### config.mk
export PLATFORM = sky130hd
export DESIGN_NAME = bus_phase_tracker
export DESIGN_NICKNAME = d
export VERILOG_FILES = /design/src/rtl/bpt_pkg.sv /design/src/rtl/bpt_bit_sync.sv /design/src/rtl/bpt_edge_det.sv /design/src/rtl/bpt_phase_track.sv /design/src/rtl/bpt_term_ctrl.sv /design/src/rtl/bus_phase_tracker.sv
export SDC_FILE = /design/constraint.sdc
export NUM_CORES = 1
export LEC_CHECK = 0
export ABC_AREA = 0
export BUFFER_PORTS_ARGS = -buffer_cell sky130_fd_sc_hd__buf_2
export CORE_MARGIN = 8
export CORE_UTILIZATION = 46
export CTS_BUF_LIST = sky130_fd_sc_hd__clkbuf_16
export CTS_CLUSTER_SIZE = 25
export DETAILED_ROUTE_END_ITERATION = 7
export PLACE_DENSITY = 0.8
export SETUP_SLACK_MARGIN = 0.1
export SYNTH_ARGS = -nofsm -noshare
export SYNTH_HDL_FRONTEND = slang
export SYNTH_SLANG_ARGS = --single-unit
export TNS_END_PERCENT = 100
### constraint.sdc
create_clock -name clk -period 3.05 [get_ports clk]
set_clock_uncertainty 0.05 [all_clocks]
set_input_delay 0.305 -clock clk [delete_from_list [all_inputs] [get_ports clk]]
set_output_delay 0.305 -clock clk [all_outputs]
set_load 0.1 [all_outputs]
### src/rtl/bpt_pkg.sv
package bpt_pkg;
  typedef logic [2:0] phase_t;
  localparam phase_t PH_LOCK = 3'd3;
  localparam phase_t PH_WIN  = 3'd4;
  localparam phase_t PH_LAST = 3'd7;
endpackage

### src/rtl/bpt_bit_sync.sv
module bpt_bit_sync #(
  parameter int   STAGES  = 2,
  parameter logic RST_VAL = 1'b0
) (
  input  logic clk,
  input  logic rst,
  input  logic d,
  output logic q
);
  localparam int LAST = STAGES - 1;
  logic [LAST:0] chain;

  for (genvar i = 0; i < STAGES; i++) begin : g_stage
    if (i == 0) begin : g_first
      always_ff @(posedge clk) begin
        if (rst) chain[0] <= RST_VAL;
        else     chain[0] <= d;
      end
    end else begin : g_next
      always_ff @(posedge clk) begin
        if (rst) chain[i] <= RST_VAL;
        else     chain[i] <= chain[i-1];
      end
    end
  end

  assign q = chain[LAST];
endmodule

### src/rtl/bpt_edge_det.sv
module bpt_edge_det #(
  parameter int STAGES  = 2,
  parameter bit FALLING = 1'b0
) (
  input  logic clk,
  input  logic rst,
  input  logic async_in,
  output logic pulse
);
  logic lvl, lvl_d;

  bpt_bit_sync #(.STAGES(STAGES), .RST_VAL(1'b0)) u_sync (
    .clk(clk), .rst(rst), .d(async_in), .q(lvl)
  );

  always_ff @(posedge clk) begin
    if (rst) lvl_d <= 1'b0;
    else     lvl_d <= lvl;
  end

  if (FALLING) begin : g_fall
    assign pulse = lvl_d & ~lvl;
  end else begin : g_rise
    assign pulse = lvl & ~lvl_d;
  end
endmodule

### src/rtl/bpt_phase_track.sv
module bpt_phase_track
  import bpt_pkg::*;
(
  input  logic   clk,
  input  logic   rst,
  input  logic   c7_rise,
  input  logic   c7_fall,
  input  logic   cq_fall,
  input  logic   strobe_s,
  input  logic   addr_hit,
  input  logic   wait_req,
  output logic   locked,
  output phase_t cur
);
  logic strobe_prev;
  logic seen_assert, seen_negate, c7_any, hold_s4;

  assign seen_assert = cq_fall && strobe_prev && !strobe_s;
  assign seen_negate = cq_fall && strobe_s;
  assign c7_any      = c7_rise || c7_fall;
  assign hold_s4     = (cur == PH_WIN) && (c7_rise || wait_req);

  always_ff @(posedge clk) begin
    if (rst) begin
      strobe_prev <= 1'b1;
      locked      <= 1'b0;
      cur         <= '0;
    end else begin
      if (cq_fall) strobe_prev <= strobe_s;
      if (seen_assert && addr_hit) begin
        locked <= 1'b1;
        cur    <= PH_LOCK;
      end else if (seen_negate && locked && cur != PH_LAST) begin
        locked <= 1'b0;
        cur    <= '0;
      end else if (c7_any && locked) begin
        if (cur == PH_LAST) begin
          locked <= 1'b0;
          cur    <= '0;
        end else if (!hold_s4) begin
          cur <= cur + 3'd1;
        end
      end
    end
  end
endmodule

### src/rtl/bpt_term_ctrl.sv
module bpt_term_ctrl
  import bpt_pkg::*;
(
  input  logic   clk,
  input  logic   rst,
  input  logic   locked,
  input  phase_t cur,
  input  logic   wait_req,
  input  logic   own_mode,
  output phase_t phase_o,
  output logic   valid_o,
  output logic   win_o,
  output logic   hold_n_o,
  output logic   ovr_n_o,
  output logic   ack_n_o
);
  logic in_win;
  assign in_win = locked && (cur >= PH_WIN);

  always_ff @(posedge clk) begin
    if (rst) begin
      phase_o  <= '0;
      valid_o  <= 1'b0;
      win_o    <= 1'b0;
      hold_n_o <= 1'b1;
      ovr_n_o  <= 1'b1;
      ack_n_o  <= 1'b1;
    end else begin
      phase_o  <= locked ? cur : '0;
      valid_o  <= locked;
      win_o    <= in_win;
      hold_n_o <= !(!own_mode && locked && wait_req);
      ovr_n_o  <= !(own_mode && locked);
      ack_n_o  <= !(own_mode && in_win && !wait_req);
    end
  end
endmodule

### src/rtl/bus_phase_tracker.sv
module bus_phase_tracker
  import bpt_pkg::*;
#(
  parameter int              ADDR_W      = 24,
  parameter logic [ADDR_W-1:0] RANGE_LO  = 24'h200000,
  parameter logic [ADDR_W-1:0] RANGE_HI  = 24'h9FFFFF,
  parameter int              SYNC_STAGES = 2
) (
  input  logic              clk,
  input  logic              rst,
  input  logic              bus_clk7,
  input  logic              bus_clkq,
  input  logic              strobe_n,
  input  logic [ADDR_W-1:0] bus_addr,
  input  logic              card_wait,
  input  logic              own_handshake,
  output logic [2:0]        phase,
  output logic              phase_valid,
  output logic              dram_win,
  output logic              rdy_hold_n,
  output logic              ovr_n,
  output logic              ack_n
);
  logic c7_rise, c7_fall, cq_fall, strobe_s, addr_hit, locked;
  phase_t cur;

  bpt_edge_det #(.STAGES(SYNC_STAGES), .FALLING(1'b0)) u_c7_rise (
    .clk(clk), .rst(rst), .async_in(bus_clk7), .pulse(c7_rise)
  );
  bpt_edge_det #(.STAGES(SYNC_STAGES), .FALLING(1'b1)) u_c7_fall (
    .clk(clk), .rst(rst), .async_in(bus_clk7), .pulse(c7_fall)
  );
  bpt_edge_det #(.STAGES(SYNC_STAGES), .FALLING(1'b1)) u_cq_fall (
    .clk(clk), .rst(rst), .async_in(bus_clkq), .pulse(cq_fall)
  );
  bpt_bit_sync #(.STAGES(SYNC_STAGES), .RST_VAL(1'b1)) u_strobe (
    .clk(clk), .rst(rst), .d(strobe_n), .q(strobe_s)
  );

  assign addr_hit = (bus_addr >= RANGE_LO) && (bus_addr <= RANGE_HI);

  bpt_phase_track u_track (
    .clk(clk), .rst(rst), .c7_rise(c7_rise), .c7_fall(c7_fall),
    .cq_fall(cq_fall), .strobe_s(strobe_s), .addr_hit(addr_hit),
    .wait_req(card_wait), .locked(locked), .cur(cur)
  );

  bpt_term_ctrl u_term (
    .clk(clk), .rst(rst), .locked(locked), .cur(cur),
    .wait_req(card_wait), .own_mode(own_handshake),
    .phase_o(phase), .valid_o(phase_valid), .win_o(dram_win),
    .hold_n_o(rdy_hold_n), .ovr_n_o(ovr_n), .ack_n_o(ack_n)
  );
endmodule

==> run summary <==
STA
---------------------------------------------------------------------------------
Final setup fails                                                               0
Worst slew margin                                                           67.6%
Number of hold violations in the final report                                   0
Clock period minus worst slack                                            1.62 ns
Max-slew violation total from the final report                                  0
Highest clock frequency the design can meet                             0.618 GHz
Worst hold slack after final layout                                      0.192 ns
Setup repair after global routing missed its margin                         false
Setup_tns                                                                    0 ns
Fin crit share                                                              53.0%
Transition time of the tightest slew-check pin                           0.489 ns

CLOCKING
---------------------------------------------------------------------------------
TritonCTS clock tree                                                        built
CTS H-tree depth                                                                1
Total CTS buffers                                                               3
Postcts setup bufs                                                              0
Maximum buffer depth of the clock tree                                          2
CTS Root Buffer Type                                                    clkbuf_16
Clock latency of the later-clocked register in the worst-skew pair        0.25 ns
Cells resized by post-CTS repair                                                0
Cts-stage hold buffer count                                                     0
Sinks on Clock Net                                                             21
CTS clock-pin slew for the worst setup and hold paths                     0.05 ns

LAYOUT
---------------------------------------------------------------------------------
Sequential standard cell area                                           420 sq um
Fillcell total                                                                155
Final antenna diode count                                                       0
Fraction of layout cells with a size suffix above 1                         28.0%
Area occupied by multi-input gates                                      337 sq um
Final net count                                                               129
Area growth from synthesis to layout                                        23.4%

FLOORPLAN
---------------------------------------------------------------------------------
Area enclosed by the die boundary                                      3260 sq um
Die Height                                                                57.1 um
Starting density of the core                                                47.0%
Cell row count                                                                 15
Count of pins on the block boundary                                            39
Die outline width                                                         57.1 um
Floorplan Core Area                                                    1650 sq um

SYNTH
---------------------------------------------------------------------------------
Top cell type's share of synthesized area                                   54.2%
Fraction of the yosys area taken by sequential cells                        54.2%
Distinct cell type count after synthesis                                       25
Instance count of the mapped netlist                                           73
Most area-hungry cell type in the Yosys netlist                           dfxtp_1
Largest cells by area after synthesis                                dfxtp_1 54%, ha_1 6.5%, nor2b_1 5.6%
Total standard cell area after synthesis                                776 sq um
Yosys Warn Count                                                                0
Synthesized area per cell                                              10.6 sq um
Count of state elements after synthesis                                        21
Syn_nets                                                                      108

DRT
---------------------------------------------------------------------------------
Length of the first detailed-routing pass in iterations                         4
Number of routed nets with antenna violations                                   0
DRC errors left                                                                 0
Total via count after detailed routing                                        572
Detailed Route Iter0 Violations                                                 7
Routed Wire Length                                                        1330 um
Routed length per instance                                                12.1 um
Average vias per placed instance                                             5.20

WORST SETUP PATH
---------------------------------------------------------------------------------
Critical path required time                                               3.14 ns
Setup slack of the most critical reg-to-reg path                          1.43 ns
Crit path to                                                         u_track.cur[0]$_SDFFE_PP0P_
Crit Path Max Fanout                                                            5
Endpoint of the worst register-to-register path                      u_track.cur[0]$_SDFFE_PP0P_
Series of cell instances along the critical path                     ha_1 -> ha_1 -> nor2b_4 -> a41oi_2 -> and2_1 -> a21o_1
Slowest cell on crit path                                                 dfxtp_1
Startpoint kind of the worst setup timing path                           register
Kind of critical path                                                register to register
Nature of the critical path endpoint                                     register
Length in cells of the worst reg-to-reg path                                    6
Worst setup path startpoint                                          u_track.cur[0]$_SDFFE_PP0P_
Largest incremental delay on the critical path                            0.35 ns
Worst Path Arrival                                                        1.71 ns
Most frequent cell on the critical path                                      ha_1
Reg-to-reg startpoint                                                u_track.cur[0]$_SDFFE_PP0P_

PWR
---------------------------------------------------------------------------------
Internal                                                               0.000464 W
Total power per unit cell area                                        589 nW/um^2
Relative contribution of sequential cells to total power                    50.0%
Combinational group share of total power                                     3.6%
VDD IR max                                                             0.000312 V
Clk pwr share                                                               46.4%
Switching portion of total power                                            17.6%
Switching power                                                       0.0000991 W
Pleak                                                                    0.412 nW

PLACE
---------------------------------------------------------------------------------
Gpl congestion                                                              0.746
HPWL after detailed placement                                             1010 um
Number of buffers added on ports                                               17

GLOBAL ROUTING
---------------------------------------------------------------------------------
Wire length of the first global-routing pass                              2160 um
GRT Util Overall                                                            8.33%
Initial antenna violation count                                                 0
Via count of the first global-routing pass                                    523
GRT overflow                                                                    0
Pin count of the biggest net entering global routing                           15

WORST HOLD PATH
---------------------------------------------------------------------------------
Type of the most critical hold path                                  input pin to register

JOB
---------------------------------------------------------------------------------
Number of max-cap violations                                                    0

RUN STATUS
---------------------------------------------------------------------------------
Outcome                                                              complete, no violations

[cell type report]
| type | instances | area share [%] |
|---|---|---|
| multi-input cells | 47 | 35.2 |
| well taps | 17 | 2.22 |
| clock inverters | 1 | 0.392 |
| flip-flops and latches | 21 | 43.9 |
| clock buffers | 3 | 7.84 |
| inverters | 4 | 1.57 |
| repair buffers | 17 | 8.89 |
[cells in the final DEF (no fill, tap or decap)]
| cell type | synthesis | final |
|---|---|---|
| dfxtp_1 | 21 | 21 |
| buf_2 | 0 | 17 |
| nor2b_1 | 7 | 7 |
| inv_1 | 4 | 5 |
| and2_1 | 5 | 5 |
| nand2_1 | 4 | 4 |
| ha_1 | 4 | 4 |
| nor2_1 | 3 | 3 |
| nand3b_1 | 3 | 3 |
| a21oi_1 | 3 | 3 |
| clkbuf_16 | 0 | 3 |
| or2_2 | 2 | 2 |
| o211ai_1 | 2 | 2 |
| o21ai_0 | 2 | 2 |
| o21ai_1 | 1 | 1 |
| mux2i_1 | 1 | 1 |
| and4bb_2 | 1 | 1 |
| or3_1 | 1 | 1 |
| nand3_2 | 1 | 1 |
| nor2b_4 | 1 | 1 |
| a41oi_2 | 1 | 1 |
| o21a_1 | 1 | 1 |
| o2bb2ai_1 | 1 | 1 |
| nand2b_1 | 1 | 1 |
| nand4_1 | 1 | 1 |
| a21o_1 | 1 | 1 |
[how the worst min path moves through the flow]
stage / start / to / slack (ns) / cells past startpoint
floorplan: own_handshake / u_term.ovr_n_o$_SDFF_PP1_ / 0.32 / 1
global placement: u_strobe.chain[0]$_SDFF_PP1_ / u_strobe.q$_SDFF_PP1_ / 0.34 / 1
detailed placement: u_strobe.chain[0]$_SDFF_PP1_ / u_strobe.q$_SDFF_PP1_ / 0.35 / 1
CTS: strobe_n / u_strobe.chain[0]$_SDFF_PP1_ / 0.19 / 2
global route: strobe_n / u_strobe.chain[0]$_SDFF_PP1_ / 0.19 / 2
finish: strobe_n / u_strobe.chain[0]$_SDFF_PP1_ / 0.19 / 2
[worst max-delay path, delay by kind of cell, from the launching register on]
kind	cells	cell delay, ns
fa+ha+maj	2	0.47
flops	1	0.35
simple gates	2	0.34
compound gates	2	0.30
[power groups by stage]
stage / Combinational (W) / Clock (W) / Sequential, W
6_report: 0.0000204 / 0.000261 / 0.000282
5_1_grt: 0.0000225 / 0.000284 / 0.000282
4_1_cts: 0.0000208 / 0.000272 / 0.000282
3_5_place_dp: 0.0000205 / 0 / 0.000288
3_3_place_gp: 0.0000197 / 0 / 0.000287
2_1_floorplan: 0.0000114 / 0 / 0.000287
[cell usage after synthesis]
| cell type | number |
|---|---|
| a41oi_2 | 1 |
| nand2_1 | 4 |
| inv_1 | 4 |
| o21ai_1 | 1 |
| nand4_1 | 1 |
| or2_2 | 2 |
| nand3b_1 | 3 |
| a21oi_1 | 3 |
| a21o_1 | 1 |
| dfxtp_1 | 21 |
| o2bb2ai_1 | 1 |
| o211ai_1 | 2 |
| ha_1 | 4 |
| nor2_1 | 3 |
| o21ai_0 | 2 |
| mux2i_1 | 1 |
| and2_1 | 5 |
| clkbuf_1 | 1 |
| nor2b_4 | 1 |
| nand2b_1 | 1 |
| o21a_1 | 1 |
| and4bb_2 | 1 |
| nor2b_1 | 7 |
| or3_1 | 1 |
| nand3_2 | 1 |
[metrics by stage]
step	utilization, %	instances	total power, W	worst slack (ns)	cell area, sq um
floorplan	-	73	0.000299	1.55	776
global placement	53.2	106	0.000307	1.46	878
detailed placement	53.2	106	0.000308	1.42	878
CTS	58.0	110	0.000575	1.41	957
global route	58.0	110	0.000589	1.34	957
finish	58.0	110	0.000564	1.43	957
[cell families after synthesis]
logic type / Yosys count / synth area share (%)
compound gates: 12 / 11.0
flops: 21 / 54.2
fa+ha+maj: 4 / 6.45
mux: 1 / 1.29
simple gates: 30 / 24.7
buf+inv: 5 / 2.42
[flip-flops by register name (all words and copies together) (netlist names)]
register	count
u_term.phase_o	3
u_track.cur	3
u_c7_fall.lvl_d	1
u_c7_fall.u_sync.chain	1
u_c7_fall.u_sync.q	1
u_cq_fall.lvl_d	1
u_cq_fall.u_sync.chain	1
u_cq_fall.u_sync.q	1
u_strobe.chain	1
u_strobe.q	1
u_term.ack_n_o	1
u_term.hold_n_o	1
u_term.ovr_n_o	1
u_term.valid_o	1
u_term.win_o	1
u_track.locked	1
u_track.strobe_prev	1
[routing by layer]
layer	vias to the layer above	wire [um]	track usage, %
met3	4	125	4.66
met1	258	548	8.18
met2	21	626	12.9
li1	289	-	-
met4	0	27	6.04
met5	-	0	0
Note: power is estimated with default switching activity, not from simulation.
